**src/rtl/sbk_pkg.sv**
```systemverilog
package sbk_pkg;

    localparam int SLICE_W = 32;

    typedef enum logic [1:0] {
        TOP_CLEAR = 2'd0,
        TOP_IDLE  = 2'd1,
        TOP_RUN   = 2'd2
    } top_state_e;

    typedef enum logic [1:0] {
        RO_IDLE  = 2'd0,
        RO_ADDR  = 2'd1,
        RO_CLEAR = 2'd2,
        RO_SEND  = 2'd3
    } ro_state_e;

    typedef struct packed {
        logic bank;
        logic overrun;
        logic pending;
    } bank_flags_t;

    function automatic logic [SLICE_W-1:0] clamp_slice(
        input logic [SLICE_W-1:0] req,
        input logic [SLICE_W-1:0] floor_ms
    );
        return (req < floor_ms) ? floor_ms : req;
    endfunction

endpackage

```
**src/rtl/sbk_slice_timer.sv**
```systemverilog
module sbk_slice_timer
    import sbk_pkg::*;
#(
    parameter int TICK_DIV     = 100000,
    parameter int MIN_SLICE_MS = 25
) (
    input  logic               clk,
    input  logic               rst,
    input  logic               load,
    input  logic               run,
    input  logic [SLICE_W-1:0] len_req,
    output logic               expire
);
    localparam int PRE_W = (TICK_DIV > 1) ? $clog2(TICK_DIV) : 1;
    localparam logic [PRE_W-1:0]   PRE_LAST = PRE_W'(TICK_DIV - 1);
    localparam logic [SLICE_W-1:0] MIN_LEN  = SLICE_W'(MIN_SLICE_MS);

    logic [PRE_W-1:0]   pre_q;
    logic [SLICE_W-1:0] ms_q;
    logic [SLICE_W-1:0] len_q;
    logic               tick;

    assign tick   = run && (pre_q == PRE_LAST);
    assign expire = tick && (({1'b0, ms_q} + 33'd1) >= {1'b0, len_q});

    always_ff @(posedge clk) begin
        if (rst) begin
            pre_q <= '0;
            ms_q  <= '0;
            len_q <= MIN_LEN;
        end else if (load) begin
            pre_q <= '0;
            ms_q  <= '0;
            len_q <= clamp_slice(len_req, MIN_LEN);
        end else if (run) begin
            if (tick) begin
                pre_q <= '0;
                if (expire) begin
                    ms_q  <= '0;
                    len_q <= clamp_slice(len_req, MIN_LEN);
                end else begin
                    ms_q <= ms_q + 1'b1;
                end
            end else begin
                pre_q <= pre_q + 1'b1;
            end
        end
    end

endmodule

```
**src/rtl/sbk_readout.sv**
```systemverilog
module sbk_readout
    import sbk_pkg::*;
#(
    parameter int ADDR_W = 12,
    parameter int DATA_W = 32
) (
    input  logic              clk,
    input  logic              rst,
    input  logic              go,
    input  logic              abort,
    input  logic              bank,
    input  logic [DATA_W-1:0] mem_rdata,
    output logic [ADDR_W:0]   mem_addr,
    output logic              mem_we,
    output logic [7:0]        tx_data,
    output logic              tx_valid,
    input  logic              tx_ready,
    output logic              active,
    output logic              last_accept
);
    localparam int BYTES = DATA_W / 8;
    localparam int BC_W  = (BYTES > 1) ? $clog2(BYTES) : 1;
    localparam logic [BC_W-1:0]   BC_LAST  = BC_W'(BYTES - 1);
    localparam logic [ADDR_W-1:0] IDX_LAST = '1;

    ro_state_e          st_q;
    logic [ADDR_W-1:0]  idx_q;
    logic [BC_W-1:0]    bc_q;
    logic [DATA_W-1:0]  word_q;
    logic               fire;
    logic               word_done;

    assign mem_addr    = {bank, idx_q};
    assign mem_we      = (st_q == RO_CLEAR);
    assign tx_valid    = (st_q == RO_SEND);
    assign tx_data     = word_q[7:0];
    assign active      = (st_q != RO_IDLE);
    assign fire        = tx_valid && tx_ready;
    assign word_done   = fire && (bc_q == BC_LAST);
    assign last_accept = word_done && (idx_q == IDX_LAST);

    always_ff @(posedge clk) begin
        if (rst || abort) begin
            st_q   <= RO_IDLE;
            idx_q  <= '0;
            bc_q   <= '0;
            word_q <= '0;
        end else if (go) begin
            st_q  <= RO_ADDR;
            idx_q <= '0;
            bc_q  <= '0;
        end else begin
            unique case (st_q)
                RO_IDLE: ;
                RO_ADDR: st_q <= RO_CLEAR;
                RO_CLEAR: begin
                    word_q <= mem_rdata;
                    st_q   <= RO_SEND;
                end
                RO_SEND: begin
                    if (word_done) begin
                        bc_q <= '0;
                        if (idx_q == IDX_LAST) begin
                            st_q <= RO_IDLE;
                        end else begin
                            idx_q <= idx_q + 1'b1;
                            st_q  <= RO_ADDR;
                        end
                    end else if (fire) begin
                        bc_q   <= bc_q + 1'b1;
                        word_q <= word_q >> 8;
                    end
                end
                default: st_q <= RO_IDLE;
            endcase
        end
    end

endmodule

```
**src/rtl/spec_bank_ctl.sv**
```systemverilog
module spec_bank_ctl
    import sbk_pkg::*;
#(
    parameter int ADDR_W       = 12,
    parameter int DATA_W       = 32,
    parameter int TICK_DIV     = 100000,
    parameter int MIN_SLICE_MS = 25
) (
    input  logic              clk,
    input  logic              rst,
    input  logic              start_cmd,
    input  logic              stop_cmd,
    input  logic [31:0]       slice_ms,
    output logic              acq_en,
    output logic              acq_bank,
    output logic              overrun,
    output logic [ADDR_W:0]   mb_addr,
    output logic              mb_we,
    output logic [DATA_W-1:0] mb_wdata,
    input  logic [DATA_W-1:0] mb_rdata,
    output logic [7:0]        tx_data,
    output logic              tx_valid,
    input  logic              tx_ready
);
    localparam logic [ADDR_W:0] CLR_LAST = '1;

    top_state_e      state_q;
    logic [ADDR_W:0] clr_addr_q;
    logic            clr_run_q;
    bank_flags_t     flg_q;

    logic            running;
    logic            clearing;
    logic            clr_end;
    logic            load_timer;
    logic            expire;
    logic            rd_active;
    logic            rd_last;
    logic [ADDR_W:0] rd_addr;
    logic            rd_we;
    logic            do_swap;

    assign running    = (state_q == TOP_RUN);
    assign clearing   = (state_q == TOP_CLEAR);
    assign clr_end    = clearing && (clr_addr_q == CLR_LAST);
    assign load_timer = clr_end && clr_run_q && !stop_cmd;
    assign do_swap    = running && !stop_cmd && (expire || flg_q.pending)
                        && (!rd_active || rd_last);

    sbk_slice_timer #(
        .TICK_DIV    (TICK_DIV),
        .MIN_SLICE_MS(MIN_SLICE_MS)
    ) u_timer (
        .clk    (clk),
        .rst    (rst),
        .load   (load_timer),
        .run    (running),
        .len_req(slice_ms),
        .expire (expire)
    );

    sbk_readout #(
        .ADDR_W(ADDR_W),
        .DATA_W(DATA_W)
    ) u_readout (
        .clk        (clk),
        .rst        (rst),
        .go         (do_swap),
        .abort      (stop_cmd),
        .bank       (~flg_q.bank),
        .mem_rdata  (mb_rdata),
        .mem_addr   (rd_addr),
        .mem_we     (rd_we),
        .tx_data    (tx_data),
        .tx_valid   (tx_valid),
        .tx_ready   (tx_ready),
        .active     (rd_active),
        .last_accept(rd_last)
    );

    always_ff @(posedge clk) begin
        if (rst) begin
            state_q    <= TOP_CLEAR;
            clr_addr_q <= '0;
            clr_run_q  <= 1'b0;
            flg_q      <= '0;
        end else begin
            unique case (state_q)
                TOP_IDLE: begin
                    if (start_cmd && !stop_cmd) begin
                        state_q    <= TOP_CLEAR;
                        clr_addr_q <= '0;
                        clr_run_q  <= 1'b1;
                        flg_q      <= '0;
                    end
                end
                TOP_CLEAR: begin
                    clr_addr_q <= clr_addr_q + 1'b1;
                    if (stop_cmd) begin
                        clr_run_q <= 1'b0;
                    end
                    if (clr_end) begin
                        state_q <= load_timer ? TOP_RUN : TOP_IDLE;
                    end
                end
                TOP_RUN: begin
                    if (stop_cmd) begin
                        state_q       <= TOP_IDLE;
                        flg_q.pending <= 1'b0;
                    end else if (do_swap) begin
                        flg_q.bank    <= ~flg_q.bank;
                        flg_q.pending <= 1'b0;
                    end else if (expire) begin
                        flg_q.pending <= 1'b1;
                        flg_q.overrun <= 1'b1;
                    end
                end
                default: state_q <= TOP_IDLE;
            endcase
        end
    end

    assign mb_addr  = clearing ? clr_addr_q : rd_addr;
    assign mb_we    = clearing | rd_we;
    assign mb_wdata = '0;
    assign acq_en   = running;
    assign acq_bank = flg_q.bank;
    assign overrun  = flg_q.overrun;

endmodule

```
**config.mk**
```make
export PLATFORM = sky130hd
export DESIGN_NAME = spec_bank_ctl
export DESIGN_NICKNAME = d
export VERILOG_FILES = /design/src/rtl/sbk_pkg.sv /design/src/rtl/sbk_slice_timer.sv /design/src/rtl/sbk_readout.sv /design/src/rtl/spec_bank_ctl.sv
export SDC_FILE = /design/constraint.sdc
export NUM_CORES = 1
export LEC_CHECK = 0
export ABC_AREA = 1
export BUFFER_PORTS_ARGS = -buffer_cell sky130_fd_sc_hd__buf_2
export CORE_ASPECT_RATIO = 1.2
export CORE_MARGIN = 5
export CORE_UTILIZATION = 46
export CTS_CLUSTER_DIAMETER = 40
export DETAILED_ROUTE_END_ITERATION = 8
export HOLD_SLACK_MARGIN = 0.02
export PLACE_DENSITY = 0.67
export SKIP_LAST_GASP = 1
export SYNTH_ARGS = -nofsm -noshare
export SYNTH_HDL_FRONTEND = slang
export SYNTH_SLANG_ARGS = --single-unit
```
**constraint.sdc**
```tcl
create_clock -name clk -period 4.9 [get_ports clk]
set_input_delay 0.98 -clock clk [delete_from_list [all_inputs] [get_ports clk]]
set_output_delay 0.98 -clock clk [all_outputs]
set_load 0.01 [all_outputs]
```
==> summary.txt <==
status - completed
hpwl dp - 14500 µm
WL met1 - 8850 µm
Synth Area in XOR/XNOR - 0.0338
largest net degree at the start of global routing - 44
reg2reg path depth - 22
core footprint - 18200 µm²
number of synthesized register bits - 148
Routability Congestion - 0.867
fin crit share - 0.852
simple-gate share of the synthesized area - 0.281
# setup viols final - 0
arrival time worst endpoint - 4530 ps
warnings from Yosys - 0
via count - 7672
origin of the worst min-delay path - u_readout.word_q[17]
Final ANT Viol Nets - 0
CTS root buffer - clkbuf_16
CTS resizes - 0
Worst Hold Path EP - u_readout.word_q[17]
Cell variety after synth - 47
fillers - 1852
post-synthesis mux area share - 0.00351
Worst Path Max Fanout - 27
die height - 159 µm
DR WL met3 - 899 µm
Final Skew - 14.0 ps
Leak Pwr - 4.09 nW
placed insts - 1505
Final Non-Filler Cells - 1538
Max clock buf depth - 2
worst hold slack - 450 ps
synth-to-layout area growth - 11.9%
total power - 2.67 mW
CP Capture Type - register
Final Worst Setup Slack - 725 ps
TritonCTS buffer count - 17
highest routed layer - met5
Congestion Overflow GR - 0
IO Pins - 127
Final Max Slew Viols - 0
R2R Path End - u_readout.word_q[12]
Final Hold Vio Count - 0
first-pass GRT wire length - 33500 µm
RSZ-0062 raised after global routing - no
final WL - 19700 µm
Cells after Synth - 1225
Initial Utilization - 0.469
post-layout util - 0.524
largest family of logic cells by synthesized area - simple AND/OR/NAND/NOR gates
Crit Path Category - reg2reg
maximum clock frequency - 0.240 GHz
DP Worst Slack - 682 ps
fin nets - 1414
GRT Overall Usage - 0.186
post-synthesis adder-cell area fraction - 0.0659
min-delay worst type - reg2reg
EDFF count, synth - 0
Startpoint Class - register
Hold Path Stages - 2
max_cap viols - 0
setup_tns - 0 ps
measured slew at the worst slew-check pin - 811 ps
Max-Slew Margin vs Limit - 0.460
initial antenna violation count - 2
Seq/Total Area, Yosys - 0.347
Placement Cell Area - 8980 µm²
DRT iter0 DRCs - 362
top-area cell type share of the netlist area - 0.347
Die ar. - 21400 µm²
# rows - 54
layout cells sized above 1 - 0.129
worst r2r src - u_timer.ms_q[0]
vias in the first global route - 7443
met2 wire length - 9460 µm
CTS Sinks - 148
Die X - 134 µm
pwr dens - 279 nW/µm²
Syn Area/Cell - 6.98 µm²
asr flop ratio synth - 0
crit path from - u_timer.ms_q[0]
design area - 9570 µm²
postcts setup bufs - 0
CP required - 5250 ps
Vias/cell - 4.99
ranking of synthesized cells by area - dfxtp_1 35%, nand2_1 11%, inv_1 6.9%, ha_1 6.6%, nor2_1 6.5%
fin crit period - 4180 ps
I/O Buffers - 94
first-pass iteration count of the detailed router - 5
Routed WL per cell - 12.8 µm
Cell Area, Synth - 8550 µm²
FF-to-FF setup slack - 720 ps
Worst-Skew Late Latency - 430 ps
CTS Hold Bufs - 0
DRC violations left - 0
VDD IR-drop max - 0.239 mV
CTS clk-pin slew, worst paths - 60 ps
Synth Area in Compound Gates - 0.139
H-tree Lvls - 4
top_reg_cell synth - dfxtp_1
Cell Chain, Critical Path - ha_1 > nand2_2 > nor2_4 > nand2_4 > nor3_1 > nand3_1 > nor4_1 > xor2_1 > inv_1 > ha_1 > and3_1 > nand2_1 > nor2_1 > nand2_1 > nor2_1 > nor2_2 > nand3_4 > nand2_4 > nand2_4 > a21boi_4 > nand2_1 > a21oi_1
TritonCTS clock tree - done
leading area contributor after synthesis - dfxtp_1
Critical Path Max Stage Delay - 570 ps
slowest CP cell - a21boi_4
==> power breakdown <==
part	total (mW)	internal, mW	switching (mW)
combinational	0.153	0.0532	0.100
sequential	1.22	1.21	0.00718
clock	1.29	0.775	0.520
total	2.67	2.04	0.627
==> cell families after synthesis <==
family,count (synthesis)
muxes,3
xor gates and xnor gates,33
AOI/OAI and AO/OA,203
DFF,148
adders and majority gates,45
and+or+nand+nor,554
other,1
buffers and inverters,238
==> routing by layer <==
metal	track usage	up-vias
li1	-	4050
met1	0.224	3429
met2	0.320	150
met3	0.0474	39
met4	0.0676	4
met5	0	-
==> worst max-delay path, delay by kind of cell (launching register included) <==
| kind | cells | cell delay [ps] |
|---|---|---|
| simple gates | 16 | 2170 |
| compound gates | 2 | 710 |
| fa+ha+maj | 2 | 520 |
| flops | 1 | 390 |
| xor+xnor | 1 | 230 |
| buf+inv | 1 | 70 |
==> area by class of cell <==
type / instances / area [µm²] / share of cell area
antenna: 1 / 2.50 / 0.000262
clock buffer: 20 / 457 / 0.0477
clock inverter: 12 / 129 / 0.0135
inverter: 160 / 601 / 0.0628
multi-input combinational: 870 / 4600 / 0.481
sequential: 148 / 2960 / 0.310
tap: 224 / 280 / 0.0293
timing repair buffer: 103 / 538 / 0.0562
==> how the worst max path moves through the flow <==
stage                                       to
after detailed placement  u_readout.word_q[12]
after global routing      u_readout.word_q[11]
after CTS                 u_readout.word_q[12]
final                     u_readout.word_q[12]
after floorplan           u_readout.word_q[26]
after global placement    u_readout.word_q[20]
==> cells in the mapped netlist (2+ instances only) <==
library cell and instances:
nand2_2 8, nand2_4 3, o211ai_1 2, a31oi_1 5, nor3b_1 6, nor2_1 148, nor3_1 38, a21oi_2 8
buf_6 4, nand3_1 50, inv_1 157, nor4_1 12, clkbuf_1 19, xnor2_1 7, mux2i_1 3, xor2_1 26
nor2_4 4, o22ai_1 6, nand4_1 16, o21ai_1 2, a21o_1 4, nor2_2 3, or2_2 3, o21ai_0 55
a211oi_1 26, buf_4 45, a221oi_1 2, a21oi_1 85, clkinv_1 2, o21a_1 4, ha_1 45, buf_2 9
nand2_1 257, dfxtp_1 148
==> cells in the final DEF (no fill, tap or decap), drive strengths merged, types with 2 or more instances in the layout <==
cell type and instances:
xor2 26, nand2 268, nor3 38, a21oi 94
buf 103, clkinv 8, a31oi 5, ha 45
xnor2 7, inv 159, nor2 155, nor3b 6
o211ai 2, nand4 16, a211oi 26, clkinvlp 3
nor4 13, or2 3, o22ai 6, a221oi 2
nand3 51, mux2i 3, conb 32, dfxtp 148
a21o 4, bufinv 2, clkbuf 20, o21a 4
o21ai 58
==> state kept, by name (all words and copies together) (netlist names) <==
register	cells
u_readout.word_q	32
u_timer.len_q	32
u_timer.ms_q	32
u_timer.pre_q	17
clr_addr_q	13
u_readout.idx_q	12
state_q	2
u_readout.bc_q	2
u_readout.st_q	2
acq_bank	1
clr_run_q	1
flg_q	1
overrun	1
No activity file was read; power rests on OpenSTA's default activity.
